[src/rtl/blkdisp_pkg.sv]
package blkdisp_pkg;
  // Strobes from the control unit to the per-core resource pool.
  typedef struct packed {
    logic poolReset;  // refill every core and latch the new block shape
    logic reserve;    // take one block's resources from the selected core
  } poolCmd_t;

  typedef enum logic [1:0] {
    ST_IDLE  = 2'd0,
    ST_RUN   = 2'd1,
    ST_DONE  = 2'd2,
    ST_FAULT = 2'd3
  } dispState_t;
endpackage

[src/rtl/core_pool.sv]
module core_pool
  import blkdisp_pkg::*;
#(
  parameter int NUM_CORES        = 4,
  parameter int THREADS_PER_CORE = 1536,
  parameter int SHMEM_PER_CORE   = 49152,
  parameter int SLOTS_PER_CORE   = 16,
  parameter int THR_W            = $clog2(THREADS_PER_CORE + 1),
  parameter int SHM_W            = $clog2(SHMEM_PER_CORE + 1)
) (
  input  logic                 clk,
  input  logic                 rstN,
  input  poolCmd_t             cmd,
  input  logic [NUM_CORES-1:0] reserveSel,
  input  logic [THR_W-1:0]     needThr,
  input  logic [SHM_W-1:0]     needShm,
  input  logic [NUM_CORES-1:0] coreDone,
  output logic [NUM_CORES-1:0] fit,
  output logic                 allIdle
);
  localparam int SLOT_W = $clog2(SLOTS_PER_CORE + 1);
  localparam logic [THR_W-1:0]  THR_FULL  = THR_W'(THREADS_PER_CORE);
  localparam logic [SHM_W-1:0]  SHM_FULL  = SHM_W'(SHMEM_PER_CORE);
  localparam logic [SLOT_W-1:0] SLOT_FULL = SLOT_W'(SLOTS_PER_CORE);

  logic [THR_W-1:0] shapeThr;
  logic [SHM_W-1:0] shapeShm;
  logic [NUM_CORES-1:0] coreIdle;

  always_ff @(posedge clk) begin
    if (!rstN) begin
      shapeThr <= '0;
      shapeShm <= '0;
    end else if (cmd.poolReset) begin
      shapeThr <= needThr;
      shapeShm <= needShm;
    end
  end

  for (genvar c = 0; c < NUM_CORES; c++) begin : g_core
    logic [THR_W-1:0]  freeThr;
    logic [SHM_W-1:0]  freeShm;
    logic [SLOT_W-1:0] freeSlot;
    logic retire, take;

    // A return is honoured only when the core really holds a block.
    assign retire = coreDone[c] && (freeSlot != SLOT_FULL);
    assign take   = cmd.reserve && reserveSel[c];

    always_ff @(posedge clk) begin
      if (!rstN || cmd.poolReset) begin
        freeThr  <= THR_FULL;
        freeShm  <= SHM_FULL;
        freeSlot <= SLOT_FULL;
      end else begin
        freeThr  <= freeThr + (retire ? shapeThr : '0) - (take ? shapeThr : '0);
        freeShm  <= freeShm + (retire ? shapeShm : '0) - (take ? shapeShm : '0);
        freeSlot <= freeSlot + SLOT_W'(retire) - SLOT_W'(take);
      end
    end

    assign fit[c] = (freeThr >= shapeThr) && (freeShm >= shapeShm) && (freeSlot != '0);
    assign coreIdle[c] = (freeSlot == SLOT_FULL);
  end

  assign allIdle = &coreIdle;
endmodule

[src/rtl/dispatch_ctrl.sv]
module dispatch_ctrl
  import blkdisp_pkg::*;
#(
  parameter int NUM_CORES        = 4,
  parameter int GRID_W           = 16,
  parameter int THREADS_PER_CORE = 1536,
  parameter int SHMEM_PER_CORE   = 49152,
  parameter int THR_W            = $clog2(THREADS_PER_CORE + 1),
  parameter int SHM_W            = $clog2(SHMEM_PER_CORE + 1),
  parameter int IDX_W            = (NUM_CORES > 1) ? $clog2(NUM_CORES) : 1
) (
  input  logic                 clk,
  input  logic                 rstN,
  input  logic                 launchValid,
  input  logic [GRID_W-1:0]    gridBlocks,
  input  logic [THR_W-1:0]     blockThreads,
  input  logic [SHM_W-1:0]     blockShmem,
  input  logic [NUM_CORES-1:0] fit,
  input  logic                 allIdle,
  input  logic [NUM_CORES-1:0] issueReady,
  output poolCmd_t             cmd,
  output logic [NUM_CORES-1:0] reserveSel,
  output logic                 issueValid,
  output logic [IDX_W-1:0]     issueCore,
  output logic [GRID_W-1:0]    issueBlock,
  output logic                 kernelDone,
  output logic                 launchError
);
  localparam logic [THR_W-1:0] THR_CAP  = THR_W'(THREADS_PER_CORE);
  localparam logic [SHM_W-1:0] SHM_CAP  = SHM_W'(SHMEM_PER_CORE);
  localparam logic [IDX_W-1:0] LAST_IDX = IDX_W'(NUM_CORES - 1);

  dispState_t        state;
  logic [GRID_W-1:0] gridQ, nextIdx, offerBlk;
  logic [IDX_W-1:0]  offerCore, ptr, pickIdx, nextPtr;
  logic              offerValid, pickFound, fire, loadOffer, finished;
  logic              acceptLaunch, badReq;

  assign acceptLaunch = launchValid && (state != ST_RUN);
  assign badReq = (blockThreads == '0) || (blockThreads > THR_CAP) || (blockShmem > SHM_CAP);
  assign fire = offerValid && issueReady[offerCore];

  // Circular search for the first core with room, starting at ptr.
  always_comb begin
    int cand;
    pickFound = 1'b0;
    pickIdx   = '0;
    for (int k = 0; k < NUM_CORES; k++) begin
      cand = int'(ptr) + k;
      if (cand >= NUM_CORES) cand = cand - NUM_CORES;
      if (!pickFound && fit[cand]) begin
        pickFound = 1'b1;
        pickIdx   = IDX_W'(cand);
      end
    end
  end

  assign nextPtr   = (pickIdx == LAST_IDX) ? '0 : pickIdx + 1'b1;
  assign loadOffer = (state == ST_RUN) && (!offerValid || fire) && (nextIdx < gridQ) && pickFound;
  assign finished  = (state == ST_RUN) && (nextIdx == gridQ) && !offerValid && allIdle;

  always_comb begin
    cmd.poolReset = acceptLaunch && !badReq;
    cmd.reserve   = loadOffer;
    reserveSel    = '0;
    if (loadOffer) reserveSel[pickIdx] = 1'b1;
  end

  always_ff @(posedge clk) begin
    if (!rstN) begin
      state      <= ST_IDLE;
      gridQ      <= '0;
      nextIdx    <= '0;
      offerValid <= 1'b0;
      offerCore  <= '0;
      offerBlk   <= '0;
      ptr        <= '0;
    end else if (acceptLaunch) begin
      state      <= badReq ? ST_FAULT : ST_RUN;
      gridQ      <= gridBlocks;
      nextIdx    <= '0;
      offerValid <= 1'b0;
      ptr        <= '0;
    end else if (state == ST_RUN) begin
      if (loadOffer) begin
        offerValid <= 1'b1;
        offerCore  <= pickIdx;
        offerBlk   <= nextIdx;
        nextIdx    <= nextIdx + 1'b1;
        ptr        <= nextPtr;
      end else if (fire) begin
        offerValid <= 1'b0;
      end
      if (finished) state <= ST_DONE;
    end
  end

  assign issueValid  = offerValid;
  assign issueCore   = offerCore;
  assign issueBlock  = offerBlk;
  assign kernelDone  = (state == ST_DONE);
  assign launchError = (state == ST_FAULT);
endmodule

[src/rtl/block_dispatcher.sv]
module block_dispatcher
  import blkdisp_pkg::*;
#(
  parameter int NUM_CORES        = 4,
  parameter int GRID_W           = 16,
  parameter int THREADS_PER_CORE = 1536,
  parameter int SHMEM_PER_CORE   = 49152,
  parameter int SLOTS_PER_CORE   = 16,
  localparam int THR_W = $clog2(THREADS_PER_CORE + 1),
  localparam int SHM_W = $clog2(SHMEM_PER_CORE + 1),
  localparam int IDX_W = (NUM_CORES > 1) ? $clog2(NUM_CORES) : 1
) (
  input  logic                 clk,
  input  logic                 rstN,
  input  logic                 launchValid,
  input  logic [GRID_W-1:0]    gridBlocks,
  input  logic [THR_W-1:0]     blockThreads,
  input  logic [SHM_W-1:0]     blockShmem,
  output logic                 issueValid,
  output logic [IDX_W-1:0]     issueCore,
  output logic [GRID_W-1:0]    issueBlock,
  input  logic [NUM_CORES-1:0] issueReady,
  input  logic [NUM_CORES-1:0] coreDone,
  output logic                 kernelDone,
  output logic                 launchError
);
  poolCmd_t             cmd;
  logic [NUM_CORES-1:0] reserveSel, fit;
  logic                 allIdle;

  dispatch_ctrl #(
    .NUM_CORES(NUM_CORES), .GRID_W(GRID_W), .THREADS_PER_CORE(THREADS_PER_CORE),
    .SHMEM_PER_CORE(SHMEM_PER_CORE), .THR_W(THR_W), .SHM_W(SHM_W), .IDX_W(IDX_W)
  ) u_ctrl (
    .clk(clk), .rstN(rstN), .launchValid(launchValid), .gridBlocks(gridBlocks),
    .blockThreads(blockThreads), .blockShmem(blockShmem), .fit(fit), .allIdle(allIdle),
    .issueReady(issueReady), .cmd(cmd), .reserveSel(reserveSel), .issueValid(issueValid),
    .issueCore(issueCore), .issueBlock(issueBlock), .kernelDone(kernelDone),
    .launchError(launchError)
  );

  core_pool #(
    .NUM_CORES(NUM_CORES), .THREADS_PER_CORE(THREADS_PER_CORE), .SHMEM_PER_CORE(SHMEM_PER_CORE),
    .SLOTS_PER_CORE(SLOTS_PER_CORE), .THR_W(THR_W), .SHM_W(SHM_W)
  ) u_pool (
    .clk(clk), .rstN(rstN), .cmd(cmd), .reserveSel(reserveSel), .needThr(blockThreads),
    .needShm(blockShmem), .coreDone(coreDone), .fit(fit), .allIdle(allIdle)
  );
endmodule

[config.mk]
export PLATFORM = sky130hd
export DESIGN_NAME = block_dispatcher
export DESIGN_NICKNAME = d
export VERILOG_FILES = /design/src/rtl/blkdisp_pkg.sv /design/src/rtl/core_pool.sv /design/src/rtl/dispatch_ctrl.sv /design/src/rtl/block_dispatcher.sv
export SDC_FILE = /design/constraint.sdc
export NUM_CORES = 1
export LEC_CHECK = 0
export BUFFER_PORTS_ARGS = -buffer_cell sky130_fd_sc_hd__buf_2
export CAP_MARGIN = 30
export CORE_ASPECT_RATIO = 0.6
export CORE_MARGIN = 2
export CORE_UTILIZATION = 45
export CTS_BUF_LIST = sky130_fd_sc_hd__clkbuf_16
export DETAILED_ROUTE_END_ITERATION = 10
export GPL_TIMING_DRIVEN = 0
export PLACE_DENSITY = 0.68
export REMOVE_ABC_BUFFERS = 1
export SYNTH_ARGS = -nofsm -noshare
export SYNTH_HDL_FRONTEND = slang
export SYNTH_SLANG_ARGS = --single-unit
export TNS_END_PERCENT = 30
[constraint.sdc]
create_clock -name clk -period 20.6 [get_ports clk]
set_input_delay 2.06 -clock clk [delete_from_list [all_inputs] [get_ports clk]]
set_output_delay 2.06 -clock clk [all_outputs]
set_load 0.01 [all_outputs]
==> results of run 1 <==
-- cell type report --
| cell class | instances | area, um2 | share of cell area [%] |
|---|---|---|---|
| clock buffer | 24 | 601 | 2.90 |
| clock inverter | 20 | 184 | 0.887 |
| inverter | 388 | 1460 | 7.02 |
| multi-input combinational | 1659 | 12900 | 62.0 |
| sequential | 210 | 4200 | 20.3 |
| tap | 560 | 701 | 3.38 |
| timing repair buffer | 93 | 727 | 3.51 |
-- report_power, final --
part / internal (mW) / switching, mW
combinational: 0.843 / 1.28
sequential: 0.500 / 0.0642
clock: 0.251 / 0.198
total: 1.59 / 1.55
-- final timing paths --
check / end / cells after the start / from
setup / recovery: u_pool.g_core[3].freeShm[15] / 23 / u_pool.shapeShm[15]
hold / removal: u_ctrl.issueBlock[0] / 2 / u_ctrl.issueBlock[0]
setup reg to reg: u_pool.g_core[3].freeShm[15] / 23 / u_pool.shapeShm[15]
hold reg to reg: u_ctrl.issueBlock[0] / 2 / u_ctrl.issueBlock[0]
-- worst max-delay path, delay by kind of cell, from the launching register on --
family / cells / cell delay, ns
flops: 1 / 0.66
fa+ha+maj: 4 / 1.51
buf+inv: 3 / 0.89
simple gates: 3 / 0.76
compound gates: 13 / 4.89
-- kinds of logic (layout without fill, tap and decap cells) --
logic type | after synthesis | count (layout) | share of synthesized area [%]
buf+inv | 456 | 525 | 9.31
flops | 210 | 210 | 22.4
fa+ha+maj | 365 | 365 | 28.5
mux | 29 | 29 | 1.56
xor+xnor | 104 | 104 | 4.85
simple gates | 767 | 767 | 19.2
compound gates | 394 | 394 | 14.2
-- cells in the final DEF (no fill, tap or decap), drive strengths merged, types with 75 or more instances in the layout --
| master | instances |
|---|---|
| o21ai | 75 |
| nor3 | 134 |
| fa | 104 |
| ha | 261 |
| nand2 | 260 |
| nor2 | 148 |
| buf | 92 |
| dfxtp | 210 |
| a21oi | 106 |
| inv | 390 |
-- state kept, by name, indices dropped and copies added, names as in the netlist --
signal / count
u_pool.g_core.freeThr: 44
u_pool.shapeShm: 16
u_ctrl.issueValid: 1
u_ctrl.ptr: 2
u_pool.shapeThr: 11
u_ctrl.issueBlock: 16
u_pool.g_core.freeSlot: 20
u_ctrl.gridQ: 16
u_ctrl.nextIdx: 16
u_pool.g_core.freeShm: 64
u_ctrl.state: 2
u_ctrl.issueCore: 2
-- through the flow --
stage | setup slack [ns] | instance area (um2)
floorplan | 13.31 | 18500
global placement | 9.44 | 19600
detailed placement | 11.94 | 19900
CTS | 11.93 | 20700
global route | 11.44 | 20700
finish | 11.74 | 20700
-- per-layer routing --
metal  vias up  GRT usage [%]  wire length [um]
met3        54           5.35              4370
met1      7779           36.7             25600
li1       7866              -                 -
met5         -              0                 0
met2       520           35.1             21100
met4         0           5.26              1010
==> impl_metrics.csv, run 1 <==
group,metric,value,unit
die,starting_density_of_the_core,46.1,%
timing,final_hold_viol_count,0,
routing,viasPerCell,5.49,
cts,clkSlewWorstSetupHoldPaths,0.07,ns
timing,portion_of_the_clock_cycle_consumed_by_the_worst_path_in_the_final_layout,43.0,%
cts,htreeDepth,1,
cts,cts.path.max_buffers,3,
grt,grt_use_total,24.3,%
die,core-area,0.0408,mm2
routing,drc,0,
job,cap_viol_max_count,0,
setup_path,cpMostUsedCell,"sky130_fd_sc_hd__o21ai_0",
logic_synthesis,ys_top_cells_by_area,"sky130_fd_sc_hd__dfxtp_1, sky130_fd_sc_hd__ha_1, sky130_fd_sc_hd__fa_1",
cells_and_area,finalNonFillerCells,2954,
cts,post-cts-setup-buffers,0,
die,die_w,268,um
logic_synthesis,synth_most_common_cell,"sky130_fd_sc_hd__inv_1",
power_and_ir_drop,total_power,3.14,mW
setup_path,crit_path_cell_trace,"inv_1 -> ha_1 -> a21oi_1 -> o21ai_0 -> a211o_1 -> o21ai_0 -> o21ai_0 -> a221oi_1 -> ha_1 -> nand2_1 -> buf_16 -> nor3_1 -> fa_1 -> inv_1 -> ha_1 -> a21oi_1 -> o211ai_1 -> a41oi_1 -> a21oi_1 -> o41ai_1 -> o21ai_0 -> a2111oi_0 -> nor4_1",
logic_synthesis,syn-cell-area,0.0188,mm2
logic_synthesis,commonest_cells_post_synth,"sky130_fd_sc_hd__inv_1, sky130_fd_sc_hd__ha_1, sky130_fd_sc_hd__nand2_1, sky130_fd_sc_hd__dfxtp_1, sky130_fd_sc_hd__nor2_1",
logic_synthesis,synthDistinctLibCells,68,
logic_synthesis,sequential_to_total_area_share_from_yosys_stat,22.4,%
logic_synthesis,synthesis.instances,2325,
setup_path,timing.reg2reg.setup_slack,11.74,ns
routing,detail-route-antenna-nets,0,
cells_and_area,utilization,50.8,%
timing,relSlewSlack,30.1,%
logic_synthesis,netlist.area_leader.share,22.4,%
logic_synthesis,yosysTopAreaCell,"sky130_fd_sc_hd__dfxtp_1",
setup_path,crit_arrival,9.29,ns
setup_path,critical_path.startpoint_type,"flop",
power_and_ir_drop,power_density,151,mW/mm2
placed_design,gp_routability_congestion,0.911,
setup_path,path_max_fanout,16,
grt,first_global_vias,15800,
logic_synthesis,synth_enable_flop_cells,0,
cells_and_area,layout-drive-gt1-share,6.52,%
timing,rsz0062_at_grt,"false",
timing,final_period_minus_worst_setup_slack,8.86,ns
power_and_ir_drop,cellLeakagePower,9.18,nW
timing,setup_total_negative_slack,0,ns
power_and_ir_drop,irDropWorstVdd,81.6,uV
grt,grt_first_pass_wirelength,84.1,mm
cts,hold_buf_count_cts,0,
logic_synthesis,postSynth.topFlopCell,"sky130_fd_sc_hd__dfxtp_1",
die,core.rowCount,57,
timing,clock_skew,0.0135,ns
timing,final.hold.worst_slack,0.458,ns
die,die_area,0.0435,mm2
logic_synthesis,synthArstFlopShare,0,%
routing,detail_route.wl_per_cell,17.6,um
die,dieHeight,162,um
setup_path,worst_endpoint_required_time,21.03,ns
cts,clock_insertion_delay_worst_skew,0.56,ns
timing,least_margin_pin_slew,1.05,ns
setup_path,critPathCaptureType,"flop",
timing,maxClockFrequency,0.113,GHz
placed_design,dp_cells,2908,
timing,setup-violations-final,0,
cts,clock-sinks,210,
logic_synthesis,yosys_warnings,0,
setup_path,crit_type,"reg2reg",
grt,globalRouteOverflowTotal,0,
cells_and_area,total_of_fill_cells_in_the_finished_design,3908,
hold_path,timing.hold.worst.class,"reg2reg",
setup_path,timing.critical_path.slowest_stage_cell,"sky130_fd_sc_hd__o21ai_0",
routing,number_of_vias_after_detailed_routing,16200,
routing,drt_pre_antenna_iters,5,
logic_synthesis,postSynthRegisterBits,210,
grt,grt_max_degree,57,
cells_and_area,final_net_count,2795,
routing,route.final.wire_length,52.1,mm
placed_design,place.port_buffers,74,
logic_synthesis,syn_area_per_cell,8.08,um2
cts,clock-root-buffer,"sky130_fd_sc_hd__clkbuf_16",
cells_and_area,area.growth.synth_to_final,10.4,%
routing,detailedRoute.firstIterationViolations,1121,
die,floorplan.io_pins,75,
cts,tritoncts,"done",
cts,post_cts.resized_instances,0,
setup_path,critical_path.max_stage_delay,0.78,ns
status,status,"complete, no violations",
grt,grt_antenna_before_repair,1,
cells_and_area,insertedDiodeCount,0,
timing,finalMaxSlewViolations,0,
cts,cts-buffers-inserted,24,
placed_design,post-dp-hpwl,40.8,mm
No activity file was read; power rests on OpenSTA's default activity.
==> run 2: changes to the inputs <==
- clock period: 20.6 -> 8.75 ns (I/O delays scaled with it)
==> run 2 against run 1 <==
Effect of this change:
- die area is the same
- power rose by 140%
- register-to-register slack got worse by 11 ns
- critical path depth is 1 higher
- sequential share of layout area is essentially flat
- largest cell class unchanged
- core utilization barely moved
- hold slack about the same
- routed wire length about the same
- maximum frequency is 7.8% higher
==> impl_metrics.csv, run 2 (synthesis results as in run 1) <==
group,metric,value,unit
die,floorplan.io_pins,75,
cells_and_area,finalInstanceArea,0.0208,mm2
cts,cts.path.max_buffers,3,
timing,setup_total_negative_slack,0,ns
cts,post-cts-setup-buffers,0,
timing,final_period_minus_worst_setup_slack,8.22,ns
timing,least_margin_pin_slew,1.05,ns
power_and_ir_drop,cellLeakagePower,9.18,nW
cts,tritoncts,"done",
cts,clock-sinks,210,
grt,globalRouteOverflowTotal,0,
setup_path,path_max_fanout,16,
hold_path,timing.hold.worst.class,"reg2reg",
power_and_ir_drop,total_power,7.40,mW
grt,grt_first_pass_wirelength,84.1,mm
cells_and_area,largest_register_ff_count,64,
cells_and_area,layout_top_registers,"u_pool.g_core.freeShm x64, u_pool.g_core.freeThr x44, u_pool.g_core.freeSlot x20",
cells_and_area,utilization,50.9,%
routing,drc,0,
setup_path,timing.reg2reg.setup_slack,0.53,ns
grt,grt_antenna_before_repair,1,
timing,final_hold_viol_count,0,
setup_path,crit_type,"reg2reg",
grt,first_global_vias,15800,
grt,grt_use_total,24.3,%
setup_path,reg2reg_from,"u_pool.shapeShm[15]",
cells_and_area,final_net_count,2795,
power_and_ir_drop,irDropWorstVdd,192,uV
placed_design,post-dp-hpwl,40.8,mm
placed_design,dpl_cell_area,0.0199,mm2
setup_path,worstReg2RegEnd,"u_pool.g_core[3].freeShm[15]",
setup_path,reg2regPathDepth,24,
cells_and_area,total_of_fill_cells_in_the_finished_design,3905,
die,core-area,0.0408,mm2
cts,clock-root-buffer,"sky130_fd_sc_hd__clkbuf_16",
timing,relSlewSlack,30.3,%
routing,detail_route.wl_per_cell,17.6,um
cts,clock_insertion_delay_worst_skew,0.56,ns
cells_and_area,insertedDiodeCount,0,
placed_design,place.port_buffers,74,
cells_and_area,max_flop_register,"u_pool.g_core.freeShm",
placed_design,gp_routability_congestion,0.911,
setup_path,worst_endpoint_required_time,9.18,ns
routing,number_of_vias_after_detailed_routing,16200,
timing,portion_of_the_clock_cycle_consumed_by_the_worst_path_in_the_final_layout,94.0,%
cells_and_area,mostFrequentLayoutCell,"sky130_fd_sc_hd__inv_1",
job,cap_viol_max_count,0,
routing,viasPerCell,5.47,
grt,grt_max_degree,57,
timing,clock_skew,0.0115,ns
setup_path,crit_arrival,8.65,ns
routing,route.final.wire_length,52.1,mm
setup_path,critical_path.startpoint_type,"flop",
cells_and_area,mostFrequentLayoutCells,"sky130_fd_sc_hd__inv_1, sky130_fd_sc_hd__ha_1, sky130_fd_sc_hd__nand2_1, sky130_fd_sc_hd__dfxtp_1, sky130_fd_sc_hd__nor2_1",
cells_and_area,layout-drive-gt1-share,6.60,%
setup_path,cp_launch_point,"u_pool.shapeShm[15]",
die,dieHeight,162,um
timing,setup-violations-final,0,
status,status,"complete, no violations",
timing,finalMaxSlewViolations,0,
timing,rsz0062_at_grt,"false",
cells_and_area,area.growth.synth_to_final,10.4,%
cts,cts-buffers-inserted,24,
power_and_ir_drop,power_density,357,mW/mm2
routing,detailedRoute.firstIterationViolations,1174,
setup_path,setup.worst_path.end,"u_pool.g_core[3].freeShm[15]",
die,die_area,0.0435,mm2
routing,detail-route-antenna-nets,0,
die,die_w,268,um
timing,maxClockFrequency,0.122,GHz
cts,clkSlewWorstSetupHoldPaths,0.07,ns
die,starting_density_of_the_core,46.1,%
timing,final.hold.worst_slack,0.458,ns
die,core.rowCount,57,
setup_path,critPathCaptureType,"flop",
routing,drt_pre_antenna_iters,8,
cts,htreeDepth,1,
[run 2: worst max-delay path, stage by stage (launching register included)]
cell                        delay (ns)
sky130_fd_sc_hd__dfxtp_1          0.65
sky130_fd_sc_hd__inv_1            0.45
sky130_fd_sc_hd__ha_1             0.44
sky130_fd_sc_hd__a21oi_1          0.14
sky130_fd_sc_hd__o21ai_0          0.21
sky130_fd_sc_hd__a211oi_1         0.25
sky130_fd_sc_hd__o21ai_0          0.32
sky130_fd_sc_hd__nand2_1          0.26
sky130_fd_sc_hd__o21ai_0          0.10
sky130_fd_sc_hd__a221oi_1         0.55
sky130_fd_sc_hd__ha_1             0.32
sky130_fd_sc_hd__nand2_1          0.43
sky130_fd_sc_hd__buf_16           0.34
sky130_fd_sc_hd__nor3_1           0.23
sky130_fd_sc_hd__fa_1             0.50
sky130_fd_sc_hd__inv_1            0.08
sky130_fd_sc_hd__ha_1             0.23
sky130_fd_sc_hd__a21oi_1          0.26
sky130_fd_sc_hd__o211ai_1         0.26
sky130_fd_sc_hd__a41oi_2          0.40
sky130_fd_sc_hd__a21oi_1          0.15
sky130_fd_sc_hd__o41ai_1          0.52
sky130_fd_sc_hd__o21ai_0          0.36
sky130_fd_sc_hd__a2111oi_0        0.52
sky130_fd_sc_hd__nor4_1           0.10
[run 2: worst min-delay path by stage]
| stage | depth (start not counted) | end | slack [ns] | from |
|---|---|---|---|---|
| after global placement | 2 | u_ctrl.issueBlock[10] | 0.46 | u_ctrl.issueBlock[10] |
| after CTS | 2 | u_ctrl.issueBlock[0] | 0.46 | u_ctrl.issueBlock[0] |
| after detailed placement | 2 | u_ctrl.issueBlock[10] | 0.45 | u_ctrl.issueBlock[10] |
| after global routing | 2 | u_ctrl.issueBlock[1] | 0.48 | u_ctrl.issueBlock[1] |
| after floorplan | 2 | u_ctrl.gridQ[10] | 0.44 | u_ctrl.gridQ[10] |
| final | 2 | u_ctrl.issueBlock[0] | 0.46 | u_ctrl.issueBlock[0] |
[run 2: where the power goes]
| part | total, mW | switching, mW | internal [mW] |
|---|---|---|---|
| sequential | 1.33 | 0.151 | 1.18 |
| combinational | 5.02 | 3.03 | 1.99 |
| clock | 1.06 | 0.469 | 0.590 |
[run 2: area by class of cell]
| type | count | area (um2) | share of cell area (%) |
|---|---|---|---|
| sequential | 210 | 4200 | 20.3 |
| multi-input combinational | 1659 | 12900 | 62.1 |
| timing repair buffer | 93 | 727 | 3.50 |
| inverter | 388 | 1460 | 7.02 |
| tap | 560 | 701 | 3.38 |
| clock inverter | 20 | 184 | 0.886 |
| clock buffer | 24 | 601 | 2.89 |
[run 2: per-layer routing]
metal  up-vias  wire (um)  part of all wire, %  track usage, %
met5         -          0                    0               0
met4         0       1040                  2.0            5.26
met3        52       4030                  7.7            5.35
met2       466      21000                   40            35.1
met1      7784      26000                   50            36.7
li1       7862          -                    -               -
[run 2: stage by stage]
| step | setup WS, ns | std cells |
|---|---|---|
| after floorplan | 1.76 | 2257 |
| after global placement | -1.51 | 2891 |
| after detailed placement | 0.0876 | 2908 |
| after CTS | 0.0760 | 2952 |
| after global routing | 0.152 | 2954 |
| final | 0.526 | 2954 |
[run 2: repair_timing]
action | CTS | global route
endpoints found under the setup margin | 0 | 3
gates resized for setup | 0 | 3
hold buffers | 0 | 0
